<file path="src/rtl/boot_pkg.sv">
package boot_pkg;

  // Sequencing phases of the configuration fetch.
  typedef enum logic [2:0] {
    PH_LATCH = 3'd0,  // first cycle after reset: sample force request
    PH_STAT  = 3'd1,  // status byte request outstanding
    PH_GAP   = 3'd2,  // one idle cycle between the two reads
    PH_VEC   = 3'd3,  // boot page request outstanding
    PH_RUN   = 3'd4   // decision made, core running
  } boot_phase_t;

  // Number of 256-byte pages in a code space of the given size in KB.
  function automatic int unsigned pages_in(input int unsigned code_kb);
    return (code_kb * 1024) / 256;
  endfunction

endpackage

</file>
<file path="src/rtl/boot_sync.sv">
module boot_sync #(
  parameter int STAGES = 2
) (
  input  logic clk,
  input  logic d,
  output logic q
);

  // Free-running chain so a request held through reset reaches the output.
  logic [STAGES-1:0] chain;

  generate
    if (STAGES == 1) begin : g_single
      always_ff @(posedge clk) chain <= d;
    end else begin : g_multi
      always_ff @(posedge clk) chain <= {chain[STAGES-2:0], d};
    end
  endgenerate

  assign q = chain[STAGES-1];

endmodule

</file>
<file path="src/rtl/boot_cfg_fetch.sv">
module boot_cfg_fetch
  import boot_pkg::*;
#(
  parameter int BYTE_W = 8
) (
  input  logic              clk,
  input  logic              rst,
  input  logic              force_sync,
  output logic              rd_req,
  output logic              rd_sel,
  input  logic              rd_valid,
  input  logic [BYTE_W-1:0] rd_data,
  output logic              fetch_done,
  output logic              boot_sel,
  output logic [BYTE_W-1:0] page
);

  boot_phase_t phase;
  logic        force_lat;
  logic        stat_nz;
  logic        accept;

  // A valid only counts while our own request is outstanding.
  assign accept = rd_valid && rd_req;

  always_ff @(posedge clk) begin
    if (rst) begin
      phase     <= PH_LATCH;
      rd_req    <= 1'b0;
      rd_sel    <= 1'b0;
      force_lat <= 1'b0;
      stat_nz   <= 1'b0;
    end else begin
      case (phase)
        PH_LATCH: begin
          force_lat <= force_sync;
          rd_req    <= 1'b1;
          rd_sel    <= 1'b0;
          phase     <= PH_STAT;
        end
        PH_STAT: begin
          if (accept) begin
            stat_nz <= |rd_data;
            rd_req  <= 1'b0;
            phase   <= PH_GAP;
          end
        end
        PH_GAP: begin
          rd_req <= 1'b1;
          rd_sel <= 1'b1;
          phase  <= PH_VEC;
        end
        PH_VEC: begin
          if (accept) begin
            rd_req <= 1'b0;
            phase  <= PH_RUN;
          end
        end
        default: begin
          rd_req <= 1'b0;
          phase  <= PH_RUN;
        end
      endcase
    end
  end

  assign fetch_done = (phase == PH_VEC) && accept;
  assign boot_sel   = stat_nz || force_lat;
  assign page       = rd_data;

endmodule

</file>
<file path="src/rtl/boot_addr_calc.sv">
module boot_addr_calc
  import boot_pkg::*;
#(
  parameter int CODE_KB = 8,
  parameter int BYTE_W  = 8,
  parameter int ADDR_W  = 16
) (
  input  logic              clk,
  input  logic              rst,
  input  logic              fetch_done,
  input  logic              boot_sel,
  input  logic [BYTE_W-1:0] page,
  output logic [ADDR_W-1:0] start_addr,
  output logic              start_addr_valid,
  output logic              core_reset_n,
  output logic              out_of_range
);

  localparam int LOW_W = ADDR_W - BYTE_W;
  localparam logic [BYTE_W:0] PAGE_LIMIT = (BYTE_W+1)'(pages_in(CODE_KB));

  logic beyond;
  assign beyond = ({1'b0, page} >= PAGE_LIMIT);

  always_ff @(posedge clk) begin
    if (rst) begin
      start_addr       <= '0;
      start_addr_valid <= 1'b0;
      core_reset_n     <= 1'b0;
      out_of_range     <= 1'b0;
    end else begin
      start_addr_valid <= 1'b0;
      if (fetch_done) begin
        start_addr       <= boot_sel ? {page, {LOW_W{1'b0}}} : '0;
        out_of_range     <= boot_sel && beyond;
        start_addr_valid <= 1'b1;
        core_reset_n     <= 1'b1;
      end
    end
  end

endmodule

</file>
<file path="src/rtl/boot_start_sel.sv">
module boot_start_sel #(
  parameter int CODE_KB     = 8,
  parameter int BYTE_W      = 8,
  parameter int ADDR_W      = 16,
  parameter int SYNC_STAGES = 2
) (
  input  logic              clk,
  input  logic              rst,
  input  logic              force_isp,
  output logic              cfg_rd_req,
  output logic              cfg_rd_sel,
  input  logic              cfg_rd_valid,
  input  logic [BYTE_W-1:0] cfg_rd_data,
  output logic              core_reset_n,
  output logic [ADDR_W-1:0] start_addr,
  output logic              start_addr_valid,
  output logic              vector_out_of_range
);

  logic              force_sync;
  logic              fetch_done;
  logic              boot_sel;
  logic [BYTE_W-1:0] page;

  boot_sync #(.STAGES(SYNC_STAGES)) u_sync (
    .clk (clk),
    .d   (force_isp),
    .q   (force_sync)
  );

  boot_cfg_fetch #(.BYTE_W(BYTE_W)) u_fetch (
    .clk        (clk),
    .rst        (rst),
    .force_sync (force_sync),
    .rd_req     (cfg_rd_req),
    .rd_sel     (cfg_rd_sel),
    .rd_valid   (cfg_rd_valid),
    .rd_data    (cfg_rd_data),
    .fetch_done (fetch_done),
    .boot_sel   (boot_sel),
    .page       (page)
  );

  boot_addr_calc #(
    .CODE_KB (CODE_KB),
    .BYTE_W  (BYTE_W),
    .ADDR_W  (ADDR_W)
  ) u_calc (
    .clk              (clk),
    .rst              (rst),
    .fetch_done       (fetch_done),
    .boot_sel         (boot_sel),
    .page             (page),
    .start_addr       (start_addr),
    .start_addr_valid (start_addr_valid),
    .core_reset_n     (core_reset_n),
    .out_of_range     (vector_out_of_range)
  );

endmodule

</file>
<file path="config.mk">
export PLATFORM = sky130hd
export DESIGN_NAME = boot_start_sel
export DESIGN_NICKNAME = d
export VERILOG_FILES = /design/src/rtl/boot_pkg.sv /design/src/rtl/boot_sync.sv /design/src/rtl/boot_cfg_fetch.sv /design/src/rtl/boot_addr_calc.sv /design/src/rtl/boot_start_sel.sv
export SDC_FILE = /design/constraint.sdc
export NUM_CORES = 1
export LEC_CHECK = 0
export ABC_AREA = 1
export ABC_CLOCK_PERIOD_IN_PS = 1300
export BUFFER_PORTS_ARGS = -buffer_cell sky130_fd_sc_hd__clkbuf_2
export CAP_MARGIN = 20
export CORE_UTILIZATION = 49
export CTS_BUF_LIST = sky130_fd_sc_hd__clkbuf_8
export CTS_CLUSTER_DIAMETER = 200
export DETAILED_ROUTE_END_ITERATION = 8
export HOLD_SLACK_MARGIN = 0.12
export PLACE_DENSITY = 0.8
export SKIP_CTS_REPAIR_TIMING = 1
export SLEW_MARGIN = 10
export SYNTH_ARGS = -nofsm -noshare
export SYNTH_HDL_FRONTEND = slang
export SYNTH_SLANG_ARGS = --single-unit
</file>
<file path="constraint.sdc">
create_clock -name clk -period 1.3 [get_ports clk]
set_input_delay 0.13 -clock clk [delete_from_list [all_inputs] [get_ports clk]]
set_output_delay 0.13 -clock clk [all_outputs]
set_load 0.02 [all_outputs]
</file>
==> results of run 1 <==
-- through the flow --
step	power, uW	utilization, %
finish	1660	66.3
global route	1780	66.3
CTS	1660	64.8
detailed placement	1190	61.3
global placement	1180	61.3
floorplan	1110	-
-- synthesized netlist by cell type --
library cell,number
o21ai_2,2
nor3_1,1
buf_2,1
nor2_2,1
nor2_1,19
buf_4,9
dfxtp_1,20
nor2_4,2
nand3_2,1
nand3_1,11
inv_1,14
nand2_1,33
conb_1,1
o21ai_0,1
inv_2,1
a21oi_1,3
-- flip-flops by register name, summed over array words and instances (netlist names) --
| name | cells |
|---|---|
| u_calc.start_addr_valid | 1 |
| u_sync.chain | 2 |
| u_calc.core_reset_n | 1 |
| u_fetch.rd_sel | 1 |
| u_fetch.force_lat | 1 |
| u_calc.out_of_range | 1 |
| u_fetch.rd_req | 1 |
| u_fetch.stat_nz | 1 |
| u_fetch.phase | 3 |
| u_calc.start_addr | 8 |
-- area by class of cell --
class	count	area (sq um)
clock buffers	4	55.1
fillers	148	532
inverters	15	56.3
multi-input cells	83	375
flip-flops and latches	20	400
well taps	16	20.0
repair buffers	26	138
-- kinds of logic after synthesis --
group	count (synthesis)	synth area share [%]
and+or+nand+nor	68	34.0
buffers and inverters	25	14.9
DFF	20	46.3
AOI/OAI and AO/OA	6	4.34
other	1	0.434
-- worst paths after layout --
check | slack [ns] | cells past startpoint | startpoint | endpoint
worst min-delay path | 0.17 | 2 | rst | u_fetch.rd_req$_SDFFE_PP0P_
worst max register to register | 0.19 | 6 | u_fetch.phase[0]$_SDFFE_PP0P_ | u_calc.out_of_range$_SDFFE_PP0P_
worst max-delay path | 0.19 | 6 | u_fetch.phase[0]$_SDFFE_PP0P_ | u_calc.out_of_range$_SDFFE_PP0P_
worst min register to register | 0.34 | 0 | u_sync.chain[0]$_DFF_P_ | u_sync.chain[1]$_DFF_P_
-- critical path: cells and delay by family (launching register included) --
family	cells	cell delay, ns
buf+inv	1	0.06
flops	1	0.36
simple gates	5	0.64
-- report_power, final --
group	internal (uW)	switching (uW)	leakage, uW
clock	269	194	0.0000288
sequential	692	66.2	0.000163
combinational	138	303	0.000384
total	1100	563	0.000576
-- routing by layer --
metal  up-vias  track usage, %  part of all wire (%)
met5         -               0                     0
met4         0            7.27                   1.7
met3         5            7.50                   4.8
met2        20            32.6                    48
met1       342            23.7                    45
li1        403               -                     -
==> out/qor.yml, run 1 <==
status: "finished, violations left"
violations: "DRC"
cp_cell_sequence: "inv_2 > nor2_4 > nand3_4 > nor2_2 > nand2_1 > nand2_1"
p_leak_uw: 0.000576
h-tree-depth: 1
grt_pass1_wl_mm: 2.80
dp_worst_setup_slack_ns: 0.208
rows: 14
die_x_microns: 44.0
layout_commonest_cell: "nand2_1"
skew_ns: 0.00509
critPathCaptureType: "flip-flop"
fmax_mhz: 901
setup_tns_ns: 0
setup_violations: 0
yosysSeqAreaShare_pct: 46.3
path_max_fanout: 7
finalHoldViolations: 0
die_area_sq_mm: 0.00194
via_count: 770
place_congestion: 0.820
instances_no_fill: 164
synth_top_area_share_pct: 46.3
grt_antenna_before_repair: 0
core_sq_mm: 0.00158
ir_drop_mv: 0.836
n_antenna_cell: 0
syn_area_per_cell_sq_um: 7.20
pin_count: 33
worst_hold_path_type: "primary input to flip-flop"
grt_max_degree: 14
placed_area_sq_um: 966
portBuffers: 24
rsz0062_at_grt: "no"
layout-drive-gt1-share_pct: 25.0
path_common_cell: "nand2_1"
synth_cells: 120
yosys.cell_types.count: 16
most-common-layout-cells: "33 x nand2_1, 24 x clkbuf_2, 20 x dfxtp_1, 19 x nor2_1, 14 x inv_1"
cts_buffers: 3
path_clk_slew_ns: 0.07
cap_viol_max_count: 0
dp_hpwl_mm: 1.27
syn_area_sq_um: 865
clockBufferDepth: 2
die_h_microns: 44.0
cp_slowest_cell: "dfxtp_1"
clock-root-buffer: "clkbuf_8"
cts_num_sinks: 20
finalInstanceArea_sq_mm: 0.00104
grt_overflow: 0
dp_cells: 158
cp.arrival_ns: 1.32
path_class: "flip-flop to flip-flop"
wirelength_mm: 1.68
fin_nets: 161
grt_pass1_vias: 706
drtIter0Drc: 13
finalWorstSetupSlack_ns: 0.190
post-route-min-period_ns: 1.11
holdWs_ns: 0.174
worst_setup_path_start_kind: "flip-flop"
ys_top_cells_by_area: "dfxtp_1 46%, nand2_1 14%, nor2_1 8.2%, buf_4 7.8%, nand3_1 6.4%"
slowest_delay_ns: 0.36
cts_tree: "yes"
synth_top_area_cell: "dfxtp_1"
track_usage_pct: 19.9
drtPass1Iterations: 8
ant_nets: 0
synth_seq_cells: 20
post_drt_wl_per_cell_microns: 10.2
p_per_area_mw_per_mm2: 1590
clock_latency_ns: 0.26
start_util_pct: 54.8
crit_required_ns: 1.51
yosysWarningCount: 0
vias_per_cell: 4.70
finalCritPeriodShare_pct: 85.4
drc: 1
synthToLayoutAreaGrowth_pct: 20.8
drv_slew: 0
No activity file was read; power rests on OpenSTA's default activity.
==> inputs of run 2 (changes only) <==
--- a/config.mk
+++ b/config.mk
@@ -9,12 +9,13 @@
 export ABC_CLOCK_PERIOD_IN_PS = 1300
 export BUFFER_PORTS_ARGS = -buffer_cell sky130_fd_sc_hd__clkbuf_2
 export CAP_MARGIN = 20
-export CORE_UTILIZATION = 49
+export CORE_ASPECT_RATIO = 0.8
+export CORE_UTILIZATION = 40
 export CTS_BUF_LIST = sky130_fd_sc_hd__clkbuf_8
 export CTS_CLUSTER_DIAMETER = 200
 export DETAILED_ROUTE_END_ITERATION = 8
 export HOLD_SLACK_MARGIN = 0.12
-export PLACE_DENSITY = 0.8
+export PLACE_DENSITY = 0.67
 export SKIP_CTS_REPAIR_TIMING = 1
 export SLEW_MARGIN = 10
 export SYNTH_ARGS = -nofsm -noshare
==> run 2 against run 1 <==
Against the previous run: the flow now finishes without violations; largest cell class unchanged; non-clock buffer count rose by 2; flip-flop and latch count did not move; sequential power fell by 1%.
==> out/qor.yml, run 2 (synthesis gave the netlist of run 1 again) <==
drtIter0Drc: 12
die_h_microns: 43.6
clockBufferDepth: 2
top_register: "u_calc.start_addr"
via_count: 762
cts_num_sinks: 20
fmax_mhz: 895
ant_nets: 0
placed_area_sq_um: 991
die_x_microns: 54.0
critPathCaptureType: "flip-flop"
post_drt_wl_per_cell_microns: 8.90
layout-drive-gt1-share_pct: 25.0
post-route-min-period_ns: 1.12
path_class: "flip-flop to flip-flop"
portBuffers: 24
dp_hpwl_mm: 1.17
core_sq_mm: 0.00196
clock-root-buffer: "clkbuf_8"
track_usage_pct: 15.3
finalHoldViolations: 0
crit_required_ns: 1.50
finalWorstSetupSlack_ns: 0.183
rows: 14
cap_viol_max_count: 0
layout_commonest_cell: "nand2_1"
worst_setup_path_start_kind: "flip-flop"
fin_util_pct: 53.1
cts_tree: "yes"
status: "complete, no violations"
clock_latency_ns: 0.25
pin_count: 33
path_clk_slew_ns: 0.07
top_regs: "u_calc.start_addr: 8 flops, u_fetch.phase: 3 flops, u_sync.chain: 2 flops"
drtPass1Iterations: 4
path_max_fanout: 10
wirelength_mm: 1.53
drc: 0
synthToLayoutAreaGrowth_pct: 20.6
skew_ns: 0.00194
most-common-layout-cells: "33 x nand2_1, 24 x clkbuf_2, 20 x dfxtp_1, 19 x nor2_1, 14 x inv_1"
p_per_area_mw_per_mm2: 1520
start_util_pct: 44.1
power_uw: 1580
place_congestion: 0.873
drv_slew: 0
grt_antenna_before_repair: 0
largest_reg_flops: 8
grt_overflow: 0
finalInstanceArea_sq_mm: 0.00104
rsz0062_at_grt: "no"
cts_buffers: 3
ir_drop_mv: 0.966
die_area_sq_mm: 0.00235
setup_tns_ns: 0
setup_violations: 0
grt_max_degree: 11
h-tree-depth: 1
n_antenna_cell: 0
worst_hold_path_type: "primary input to flip-flop"
grt_pass1_vias: 653
cp.arrival_ns: 1.32
grt_pass1_wl_mm: 2.59
dp_worst_setup_slack_ns: 0.192
fin_nets: 162
p_leak_uw: 0.000578
vias_per_cell: 4.43
finalCritPeriodShare_pct: 86.0
## run 2: changes by cell type in the layout (fill, tap and decap cells not counted), sizes merged
cell / previous run / this run
clkbuf: 28 / 27
nor2: 23 / 22
buf: 1 / 3
## run 2: critical path, stage by stage, from the launching register on
cell,delay (ns)
dfxtp_1,0.36
nand2_1,0.08
inv_1,0.09
nand3_2,0.17
nor2_4,0.23
nand2_1,0.08
nand2_1,0.06
## run 2: report_power, final
part | switching, uW | internal [uW] | total (uW) | leakage (uW)
combinational | 301 | 140 | 441 | 0.000393
sequential | 56.1 | 692 | 748 | 0.000163
clock | 188 | 206 | 394 | 0.0000216
## run 2: final cells by class
class / count / area [sq um]
inverter: 15 / 56.3
tap: 24 / 30.0
clock buffer: 3 / 41.3
multi-input combinational: 82 / 362
sequential: 20 / 400
timing repair buffer: 28 / 153
fill: 187 / 920
## run 2: final timing paths
path / start / endpoint / slack, ns / depth (start not counted)
setup / recovery: u_fetch.rd_req$_SDFFE_PP0P_ / u_calc.start_addr[15]$_SDFFE_PP0P_ / 0.18 / 6
hold / removal: cfg_rd_data[1] / u_calc.start_addr[9]$_SDFFE_PP0P_ / 0.19 / 5
setup reg to reg: u_fetch.rd_req$_SDFFE_PP0P_ / u_calc.start_addr[15]$_SDFFE_PP0P_ / 0.18 / 6
hold reg to reg: u_sync.chain[0]$_DFF_P_ / u_sync.chain[1]$_DFF_P_ / 0.33 / 0
## run 2: layer usage
metal	wire length, microns	share of wire [%]	global-route usage (%)	up-vias
met5	0	0	0	-
met3	90	5.9	5.26	2
met1	751	49	20.1	332
li1	-	-	-	403
met2	673	44	23.7	25
met4	14	0.92	4.62	0
## run 2: metrics by stage
stage          hold WS, ns  cells
4_1_cts            -0.0331    171
3_5_place_dp         0.234    168
6_report             0.187    172
5_1_grt              0.199    172
2_1_floorplan        0.158    127
3_3_place_gp         0.233    168
